### config.mk
export PLATFORM = sky130hd
export DESIGN_NAME = stereo_ser_tx
export DESIGN_NICKNAME = d
export VERILOG_FILES = /design/src/rtl/stx_pkg.sv /design/src/rtl/stx_bclk_gen.sv /design/src/rtl/stx_edge_sync.sv /design/src/rtl/stx_slot_engine.sv /design/src/rtl/stereo_ser_tx.sv
export SDC_FILE = /design/constraint.sdc
export NUM_CORES = 1
export LEC_CHECK = 0
export BUFFER_PORTS_ARGS = -buffer_cell sky130_fd_sc_hd__buf_2
export CORE_MARGIN = 2
export CORE_UTILIZATION = 55
export CTS_CLUSTER_SIZE = 16
export DETAILED_ROUTE_END_ITERATION = 10
export PLACE_DENSITY_LB_ADDON = 0.2
export SLEW_MARGIN = 10
export SYNTH_ARGS = -nofsm -noshare
export SYNTH_HDL_FRONTEND = slang
export SYNTH_SLANG_ARGS = --single-unit
### constraint.sdc
create_clock -name clk -period 3.92 [get_ports clk]
set_clock_uncertainty 0.15 [all_clocks]
set_input_delay 0.196 -clock clk [delete_from_list [all_inputs] [get_ports clk]]
set_output_delay 0.196 -clock clk [all_outputs]
set_load 0.005 [all_outputs]
### src/rtl/stx_pkg.sv
// Shared types and decode for the stereo serial transmitter.
// Assumes: one-bit role and format selects that are static while awake.
package stx_pkg;

    typedef enum logic {
        CH_LEFT  = 1'b0,
        CH_RIGHT = 1'b1
    } chan_e;

    // Timing variant selected by the role and the two format inputs
    typedef struct packed {
        logic late;    // MSB one bit period after the word-select edge
        logic ws_inv;  // word select high means left
    } fmt_cfg_t;

    // Map role and selects to timing and polarity
    function automatic fmt_cfg_t decode_fmt(input logic follower,
                                            input logic fa,
                                            input logic fb);
        fmt_cfg_t c;
        if (follower) begin
            c.late   = fb;
            c.ws_inv = fb;
        end else begin
            c.late   = ~fa;
            c.ws_inv = 1'b0;
        end
        return c;
    endfunction

endpackage

### src/rtl/stx_bclk_gen.sv
// Master timing: divides the system clock into the bit clock and the word select.
// Assumes BCLK_DIV is a power of two of at least 2. A frame has 2*CH_SLOTS bit periods.
// fall_o marks the cycle whose next edge makes the bit clock fall.
module stx_bclk_gen #(
    parameter int BCLK_DIV = 4,
    parameter int CH_SLOTS = 32
) (
    input  logic clk,
    input  logic rst_n,
    input  logic clr,
    output logic bclk_o,
    output logic ws_o,
    output logic fall_o,
    output logic ws_next_o
);
    localparam int SUB_W = $clog2(BCLK_DIV);
    localparam int CNT_W = $clog2(2 * CH_SLOTS * BCLK_DIV);

    logic [CNT_W-1:0] cnt_q;
    logic [CNT_W-1:0] cnt_nxt;

    assign cnt_nxt = cnt_q + CNT_W'(1);

    // Free-running frame position counter, held at zero while cleared
    always_ff @(posedge clk) begin
        if (!rst_n || clr) cnt_q <= '0;
        else               cnt_q <= cnt_nxt;
    end

    assign bclk_o    = cnt_q[SUB_W-1];
    assign ws_o      = cnt_q[CNT_W-1];
    assign fall_o    = &cnt_q[SUB_W-1:0];
    assign ws_next_o = cnt_nxt[CNT_W-1];


    bclk_fall_chk: assert property (@(posedge clk) disable iff (!rst_n)
        fall_o |=> !bclk_o);

endmodule

### src/rtl/stx_edge_sync.sv
// Follower timing: synchronizes the external bit clock and word select and flags
// each falling bit-clock edge. Both lines get the same delay, so the word select
// read with a fall is the one the external master set with that edge.
// Assumes the external bit clock stays high and low for several system clocks each.
module stx_edge_sync #(
    parameter int SYNC_N = 2
) (
    input  logic clk,
    input  logic rst_n,
    input  logic clr,
    input  logic bclk_i,
    input  logic ws_i,
    output logic fall_o,
    output logic ws_o
);
    logic [SYNC_N:0]   bclk_sh;
    logic [SYNC_N-1:0] ws_sh;

    // Synchronizer chains; the bit clock has one extra stage for edge detection
    always_ff @(posedge clk) begin
        if (!rst_n || clr) begin
            bclk_sh <= '0;
            ws_sh   <= '0;
        end else begin
            bclk_sh[0] <= bclk_i;
            ws_sh[0]   <= ws_i;
            for (int i = 1; i <= SYNC_N; i++) bclk_sh[i] <= bclk_sh[i-1];
            for (int i = 1; i < SYNC_N; i++)  ws_sh[i]   <= ws_sh[i-1];
        end
    end

    assign fall_o = bclk_sh[SYNC_N] & ~bclk_sh[SYNC_N-1];
    assign ws_o   = ws_sh[SYNC_N-1];


    fall_single_chk: assert property (@(posedge clk) disable iff (!rst_n)
        fall_o |=> !fall_o);

endmodule

### src/rtl/stx_slot_engine.sv
// Serializer: two holding registers and a shift register. On a bit-clock fall event
// where the word select now names a different channel, it loads that channel's
// held sample. In late timing it sends one zero bit first. Zeros shift in behind
// the word, so every bit after the last data bit is 0.
module stx_slot_engine #(
    parameter int DATA_W = 18
) (
    input  logic              clk,
    input  logic              rst_n,
    input  logic              clr,
    input  logic              pcm_we,
    input  logic [DATA_W-1:0] pcm_l,
    input  logic [DATA_W-1:0] pcm_r,
    input  logic              evt,
    input  logic              ws_lvl,
    input  logic              ws_inv,
    input  logic              late,
    output logic              bit_o
);
    import stx_pkg::*;

    logic [DATA_W-1:0] hold_l, hold_r;
    logic [DATA_W-1:0] sh_q;
    logic [DATA_W-1:0] load_w;
    logic              bit_q;
    chan_e             ch_q;
    chan_e             ch_new;
    logic              edge_w;

    // Channel named by the word select, and whether this event starts it
    always_comb begin
        ch_new = chan_e'(ws_lvl ^ ws_inv);
        edge_w = evt && (ch_new != ch_q);
        load_w = (ch_new == CH_RIGHT) ? hold_r : hold_l;
    end

    // Holding registers written as a pair
    always_ff @(posedge clk) begin
        if (!rst_n) begin
            hold_l <= '0;
            hold_r <= '0;
        end else if (pcm_we) begin
            hold_l <= pcm_l;
            hold_r <= pcm_r;
        end
    end

    // Shift one bit per fall event; reload at a channel edge
    always_ff @(posedge clk) begin
        if (!rst_n || clr) begin
            ch_q  <= CH_LEFT;
            sh_q  <= '0;
            bit_q <= 1'b0;
        end else if (edge_w) begin
            ch_q <= ch_new;
            if (late) begin
                bit_q <= 1'b0;
                sh_q  <= load_w;
            end else begin
                bit_q <= load_w[DATA_W-1];
                sh_q  <= {load_w[DATA_W-2:0], 1'b0};
            end
        end else if (evt) begin
            bit_q <= sh_q[DATA_W-1];
            sh_q  <= {sh_q[DATA_W-2:0], 1'b0};
        end
    end

    assign bit_o = bit_q;


    load_msb_chk: assert property (@(posedge clk) disable iff (!rst_n || clr)
        (edge_w && !late) |=> (bit_q == $past(load_w[DATA_W-1])));


    late_gap_chk: assert property (@(posedge clk) disable iff (!rst_n || clr)
        (edge_w && late) |=> !bit_q);


    bit_hold_chk: assert property (@(posedge clk) disable iff (!rst_n || clr)
        !evt |=> $stable(bit_q));

endmodule

### src/rtl/stereo_ser_tx.sv
// Stereo serial audio transmitter top. Chooses master timing (generated) or
// follower timing (synchronized external lines) by role, drives the serializer,
// and makes the pin enables. Assumes the role and format selects change only in standby.
module stereo_ser_tx #(
    parameter int DATA_W   = 18,
    parameter int BCLK_DIV = 4,
    parameter int CH_SLOTS = 32,
    parameter int SYNC_N   = 2
) (
    input  logic              clk,
    input  logic              rst_n,
    input  logic              sleep_i,
    input  logic              follower_i,
    input  logic              fmt_a_i,
    input  logic              fmt_b_i,
    input  logic              pcm_we_i,
    input  logic [DATA_W-1:0] pcm_l_i,
    input  logic [DATA_W-1:0] pcm_r_i,
    input  logic              bclk_i,
    input  logic              wsel_i,
    output logic              txd_o,
    output logic              txd_oe,
    output logic              bclk_o,
    output logic              bclk_oe,
    output logic              wsel_o,
    output logic              wsel_oe
);
    import stx_pkg::*;

    fmt_cfg_t cfg;
    logic gen_bclk, gen_ws, gen_fall, gen_ws_next;
    logic syn_fall, syn_ws;
    logic evt, ws_lvl;

    assign cfg = decode_fmt(follower_i, fmt_a_i, fmt_b_i);

    stx_bclk_gen #(.BCLK_DIV(BCLK_DIV), .CH_SLOTS(CH_SLOTS)) u_gen (
        .clk(clk), .rst_n(rst_n), .clr(sleep_i | follower_i),
        .bclk_o(gen_bclk), .ws_o(gen_ws), .fall_o(gen_fall), .ws_next_o(gen_ws_next)
    );

    stx_edge_sync #(.SYNC_N(SYNC_N)) u_sync (
        .clk(clk), .rst_n(rst_n), .clr(sleep_i | ~follower_i),
        .bclk_i(bclk_i), .ws_i(wsel_i), .fall_o(syn_fall), .ws_o(syn_ws)
    );

    // Pick the timing source by role
    always_comb begin
        evt    = follower_i ? syn_fall : gen_fall;
        ws_lvl = follower_i ? syn_ws   : gen_ws_next;
    end

    stx_slot_engine #(.DATA_W(DATA_W)) u_eng (
        .clk(clk), .rst_n(rst_n), .clr(sleep_i),
        .pcm_we(pcm_we_i), .pcm_l(pcm_l_i), .pcm_r(pcm_r_i),
        .evt(evt), .ws_lvl(ws_lvl), .ws_inv(cfg.ws_inv), .late(cfg.late),
        .bit_o(txd_o)
    );

    // Pin values and enables
    always_comb begin
        bclk_o  = follower_i ? 1'b0 : gen_bclk;
        wsel_o  = follower_i ? 1'b0 : gen_ws;
        txd_oe  = ~sleep_i;
        bclk_oe = ~sleep_i & ~follower_i;
        wsel_oe = ~sleep_i & ~follower_i;
    end


    txd_on_fall_chk: assert property (@(posedge clk)
        disable iff (!rst_n || sleep_i || follower_i)
        !$stable(txd_o) |-> $fell(bclk_o));


    ws_on_fall_chk: assert property (@(posedge clk)
        disable iff (!rst_n || sleep_i || follower_i)
        !$stable(wsel_o) |-> $fell(bclk_o));

endmodule

# [Yosys cells after proc, flatten, opt, wreduce, memory -nomap -nowiden]
# Index checks and enable logic that the tools add are counted.
[totals] regBits=69 latch_bits=0 ramBits=0 rom_bits=0 input_bits=45 memories=0
[classes] n_addsub=1 n_mul=0 div_mod_pow=0 n_lt_le_gt_ge=0 eq_ne=1 n_shift=0 mux=12 n_bitwise=9 reduce_logical=7
[ops] op="$mux 18" count=4
[ops] op="$add 8x1->8 const B" count=1
[ops] op="$mux 1" count=7
[ops] op="$not 1->1" count=4
[ops] op="$logic_or 1x1->1" count=3
[ops] op="$and 1x1->1" count=2
[ops] op="$mux 2" count=1
[ops] op="$or 1x1->1" count=2
[ops] op="$reduce_and 2->1" count=1
[ops] op="$reduce_bool 2->1" count=1
[ops] op="$logic_and 1x1->1" count=1
[ops] op="$logic_not 1->1" count=1
[ops] op="$ne 1x1->1" count=1
[ops] op="$xor 1x1->1" count=1

# [Logic depth before layout (Yosys ltp)]
[depth] ltp_word=6 ltp_mapped=7 ltp_nobuf=5

# [Hierarchy]
# Synthesis repeated with hierarchy kept, for this count alone.
[unflattened] hier_cells=294 area_unflattened_um2=3283.1
[modules_own_cells] module="stx_slot_engine" instances=1 cells_each=234 area_per_inst_um2=2697.6 seq_area_each_um2=1121.1
[modules_own_cells] module="stx_bclk_gen" instances=1 cells_each=36 area_per_inst_um2=327.8 seq_area_each_um2=160.2
[modules_own_cells] module="stx_edge_sync" instances=1 cells_each=11 area_per_inst_um2=150.1 seq_area_each_um2=100.1
[modules_own_cells] module="stereo_ser_tx" instances=1 cells_each=13 area_per_inst_um2=107.6 seq_area_each_um2=0.0

# [Least setup slack after synthesis]
# No wires, ideal clock.
[synth_path] path_type="reg2reg" start="register u_eng.ch_q" end="register u_eng.sh_q[16]" setup_ns=0.084 arrival_time_ns=1.638 path_slack_ns=2.048 stages_incl_launch_ff=7 synth_period_minus_slack_ns=1.872 cell_sequence="dfxtp_1 > buf_2 > or2_1 > a2111oi_2 > nor4_4 > a211o_1 > o31ai_2"
[synth_between] elab_chain_len=3 elab_cells_between_ends=4
[synth_lines] item="from (decl)" line="stx_slot_engine.sv:26" rtl="chan_e ch_q;"
[synth_lines] item="from (signal assigned)" line="stx_slot_engine.sv:55" rtl="ch_q <= ch_new;"
[synth_lines] item="$ne 1x1->1 *" line="stx_slot_engine.sv:33" rtl="edge_w = evt && (ch_new != ch_q);"
[synth_lines] item="$logic_and 1x1->1 *" line="stx_slot_engine.sv:33"
[synth_lines] item="$mux 18 / $reduce_bool 2->1 (equally long branches)"
[synth_lines] item="to (signal assigned)" line="stx_slot_engine.sv:58" rtl="sh_q <= load_w;"
[synth_lines] item="to (signal assigned)" line="stx_slot_engine.sv:61" rtl="sh_q <= {load_w[DATA_W-2:0], 1'b0};"
[synth_lines] item="to (signal assigned)" line="stx_slot_engine.sv:65" rtl="sh_q <= {sh_q[DATA_W-2:0], 1'b0};"
[synth_lines] item="to (decl)" line="stx_slot_engine.sv:23" rtl="logic [DATA_W-1:0] sh_q;"
# Every way passes the cells marked *; elsewhere a longest branch is shown, timed or not.
# A chain may end at the register's enable or synchronous reset.

# [Final worst setup path]
[layout_path] start="register u_gen.cnt_q[2]" end="register u_eng.sh_q[15]"
[layout_between] elab_chain_len=6 elab_cells_between_ends=9
[layout_lines] item="from (decl)" line="stx_bclk_gen.sv:19" rtl="logic [CNT_W-1:0] cnt_q;"
[layout_lines] item="from (signal assigned)" line="stx_bclk_gen.sv:27" rtl="else cnt_q <= cnt_nxt;"
[layout_lines] item="$add 8x1->8 *" line="stx_bclk_gen.sv:22" rtl="assign cnt_nxt = cnt_q + CNT_W'(1);"
[layout_lines] item="$mux 1 *" line="stereo_ser_tx.sv:50" rtl="ws_lvl = follower_i ? syn_ws : gen_ws_next;"
[layout_lines] item="$xor 1x1->1 *" line="stx_slot_engine.sv:32" rtl="ch_new = chan_e'(ws_lvl ^ ws_inv);"
[layout_lines] item="$mux 18 / $ne 1x1->1 (equally long branches)" line="stx_slot_engine.sv:34, stx_slot_engine.sv:33"
[layout_lines] item="$mux 18 / $logic_and 1x1->1 (equally long branches)" line="stx_slot_engine.sv:56, stx_slot_engine.sv:33"
[layout_lines] item="$mux 18 / $reduce_bool 2->1 (equally long branches)"
# Marks and branches as above.

==> flow_summary.yaml <==
run_status:
  status: "finished clean"
setup_path:
  worstSetupEndpoint: "u_eng.sh_q[15]$_SDFFE_PP0P_"
  cp_num_cells: 5
  crit_chain: "nand3_2, o22a_1, nor4_4, a21oi_1, a221oi_1"
  cp-startpoint: "u_gen.cnt_q[2]$_SDFF_PP0_"
  cp.required_ns: 4.02
  arrival_ns: 2.53
  crit_buf_inv: 0
  r2r_cells: 5
  rrSetupSlack_ns: 1.49
  critPathLaunchType: "flip-flop"
  r2r-end: "u_eng.sh_q[15]$_SDFFE_PP0P_"
  critPathSlowestCell: "nor4_4"
  rr_startpoint: "u_gen.cnt_q[2]$_SDFF_PP0_"
  path_delay_family: "simple AND/OR/NAND/NOR gates"
  crit_fanout: 18
  end_kind: "flip-flop"
  critPathKind: "flip-flop to flip-flop"
  max_stage_delay_ns: 0.87
synth:
  synth_common_cells: "dfxtp_1, mux2i_1, a21oi_1, nor2b_1, o21ai_0"
  yosysUniqueCellTypes: 41
  netlist_area_sq_um: 3560
  synthSimpleGateAreaFrac_pct: 20.1
  synth-adder-area-share_pct: 0.351
  synth.area.top_cells: "dfxtp_1, mux2i_1, nor2b_1, a21oi_1, o211a_1"
  ys.flop_type: "dfxtp_1"
  yosysTopAreaCellShare_pct: 38.8
  synthCells: 400
  synthXorXnorAreaFrac_pct: 1.23
  yosys_warnings: 0
  ys_ff_latch: 69
  yosysMostFrequentCell: "dfxtp_1"
  synth_mux_area_share_pct: 15.8
  synth_compound_area_share_pct: 19.1
  synth_edf_count: 0
  syn_avg_cell_area_sq_um: 8.91
  seq_area_frac_synth_pct: 38.8
  synth_top_family_by_area: "simple AND/OR/NAND/NOR gates"
  async_flop_share_pct: 0
  synth_nets: 446
  yosysTopAreaCell: "dfxtp_1"
pwr:
  p_comb_share_pct: 12.6
  p_sw_uw: 373
  swShare_pct: 24.2
  vdd.ir_drop.worst_mv: 0.321
  power_leakage_uw: 0.00207
  power_density_nw_per_um2: 351
  pwr-share-clk_pct: 39.1
  power.total_uw: 1540
  seqPwrFrac_pct: 48.3
  intPower_uw: 1170
timing:
  timing.final.crit_share_pct: 62.0
  tightest_slew_ns: 1.10
  min_period_ns: 2.43
  clock.fmax_mhz: 411
  slew_headroom_pct: 26.5
  maxSlewViolCount: 0
  setup_viol: 0
  rsz0062_at_grt: "no"
  final.setup.worst_slack_ns: 1.49
  finalSetupTns_ns: 0
  finalHoldViolCount: 0
cells_and_area:
  final_util_pct: 69.4
  design_area_sq_um: 4380
  multi_input_area_sq_um: 2020
  final_nets: 515
  final_layout_size_suffix_gt1_share_pct: 16.7
  synthToLayoutAreaGrowth_pct: 23.0
  fillCellCount: 519
  antenna_cells: 0
  regArea_sq_um: 1380
die:
  rows: 29
  start_util_pct: 56.4
  core_sq_um: 6310
  die_width_um: 84.5
  ios: 51
  dieHeight_um: 84.5
  die_area_sq_um: 7140
routing:
  totalWireLength_um: 8370
  via_per_inst: 5.71
  drt_iter0_drc: 196
  num_vias: 3148
  routedWlPerCell_um: 15.2
  drc: 0
  antenna_left: 0
  dr.pass1.iters: 5
grt:
  grt_max_degree: 40
  grt-busiest-layer: "met2"
  grt_pass1_vias: 3027
  grt_pass1_wl_um: 14200
  antenna_found_initial: 0
  grtUsageMet2_pct: 42.6
  overflow: 0
  track_usage_pct: 24.6
  met1_usage_pct: 30.5
  use_met3_pct: 5.11
cts:
  cts_resized: 0
  clkLatencyLatePin_ns: 0.35
  cts_buffer_depth: 2
  post_cts_buffers: 0
  cts_buffers: 9
  htree_levels: 3
  cts.clk_slew.worst_paths_ns: 0.07
  ctsHoldBuffers: 38
  cts_tree: "yes"
  clock-root-buffer: "clkbuf_8"
  cts_sinks: 69
placed_design:
  place_hpwl_um: 5110
  dp_slack_ns: 1.35
  placed_cell_area_sq_um: 3790
  numPortBuffers: 50
  place_congestion: 0.785
worst_hold_path:
  hold_path_depth: 4
  hold_path.class: "primary input to flip-flop"
flow_run:
  maxCapViolations: 0
cell families after synthesis:
kind of cell             Yosys count
AND/OR/NAND/NOR                  122
AO/OA/AOI/OAI                    109
flip-flops                        69
multiplexers                      56
buffers and inverters             38
XOR/XNOR                           5
adder cells (fa/ha/maj)            1
state kept, by name (all words and copies together), names as in the netlist:
| name | flops |
|---|---|
| u_eng.hold_l | 18 |
| u_eng.hold_r | 18 |
| u_eng.sh_q | 18 |
| u_gen.cnt_q | 8 |
| u_sync.bclk_sh | 3 |
| u_sync.ws_sh | 2 |
| u_eng.bit_o | 1 |
| u_eng.ch_q | 1 |
worst min-delay path, cell delays in order:
cell and delay [ns]:
buf_2 0.11, inv_1 0.05, nand2_1 0.11, a31oi_1 0.05
metal layers:
metal | vias up | part of all wire [%] | wire (um)
li1 | 1567 | - | -
met1 | 1476 | 44 | 3720
met2 | 86 | 49 | 4110
met3 | 19 | 4.5 | 373
met4 | 0 | 1.9 | 157
met5 | - | 0 | 0
layout make-up:
type | instances | share of cell area [%]
multi-input combinational | 293 | 46.0
sequential | 69 | 31.5
timing repair buffer | 93 | 15.2
clock buffer | 12 | 3.77
tap | 77 | 2.20
clock inverter | 4 | 1.03
inverter | 3 | 0.257
worst min path at each step:
stage                                         to  startpoint
finish                  u_eng.bit_o$_SDFFE_PP0P_     sleep_i
global route            u_eng.bit_o$_SDFFE_PP0P_     sleep_i
CTS                     u_eng.bit_o$_SDFFE_PP0P_     sleep_i
detailed placement    u_sync.ws_sh[0]$_SDFF_PP0_      wsel_i
global placement      u_sync.ws_sh[0]$_SDFF_PP0_      wsel_i
floorplan           u_sync.bclk_sh[0]$_SDFF_PP0_      bclk_i
cells in the final DEF (no fill, tap or decap), types with 2 or more instances in the layout:
cell type,count
a21oi_1,49
o21ai_1,3
or3_1,18
nor2b_1,41
dfxtp_1,69
nor3_1,2
clkinv_2,3
buf_4,5
mux2i_1,54
nand2b_1,3
nor2_1,9
o211a_1,16
o21ai_0,32
nor3b_1,3
inv_1,3
nand2_1,10
nand3_1,22
buf_2,50
dlygate4sd3_1,38
xor2_1,4
clkbuf_8,12
and3_1,8
power by group through the flow:
stage | Combinational (uW) | Sequential (uW) | Clock, uW
floorplan | 119 | 751 | 0
global placement | 158 | 759 | 0
detailed placement | 162 | 760 | 0
CTS | 191 | 743 | 613
global route | 215 | 746 | 645
finish | 195 | 744 | 602
stage by stage:
step / instances / hold WS [ns]
2_1_floorplan: 400 / 0.199
3_3_place_gp: 497 / 0.291
3_5_place_dp: 497 / 0.291
4_1_cts: 551 / 0.0459
5_1_grt: 551 / 0.0754
6_report: 551 / 0.0657
Note: power is estimated with default switching activity, not from simulation.
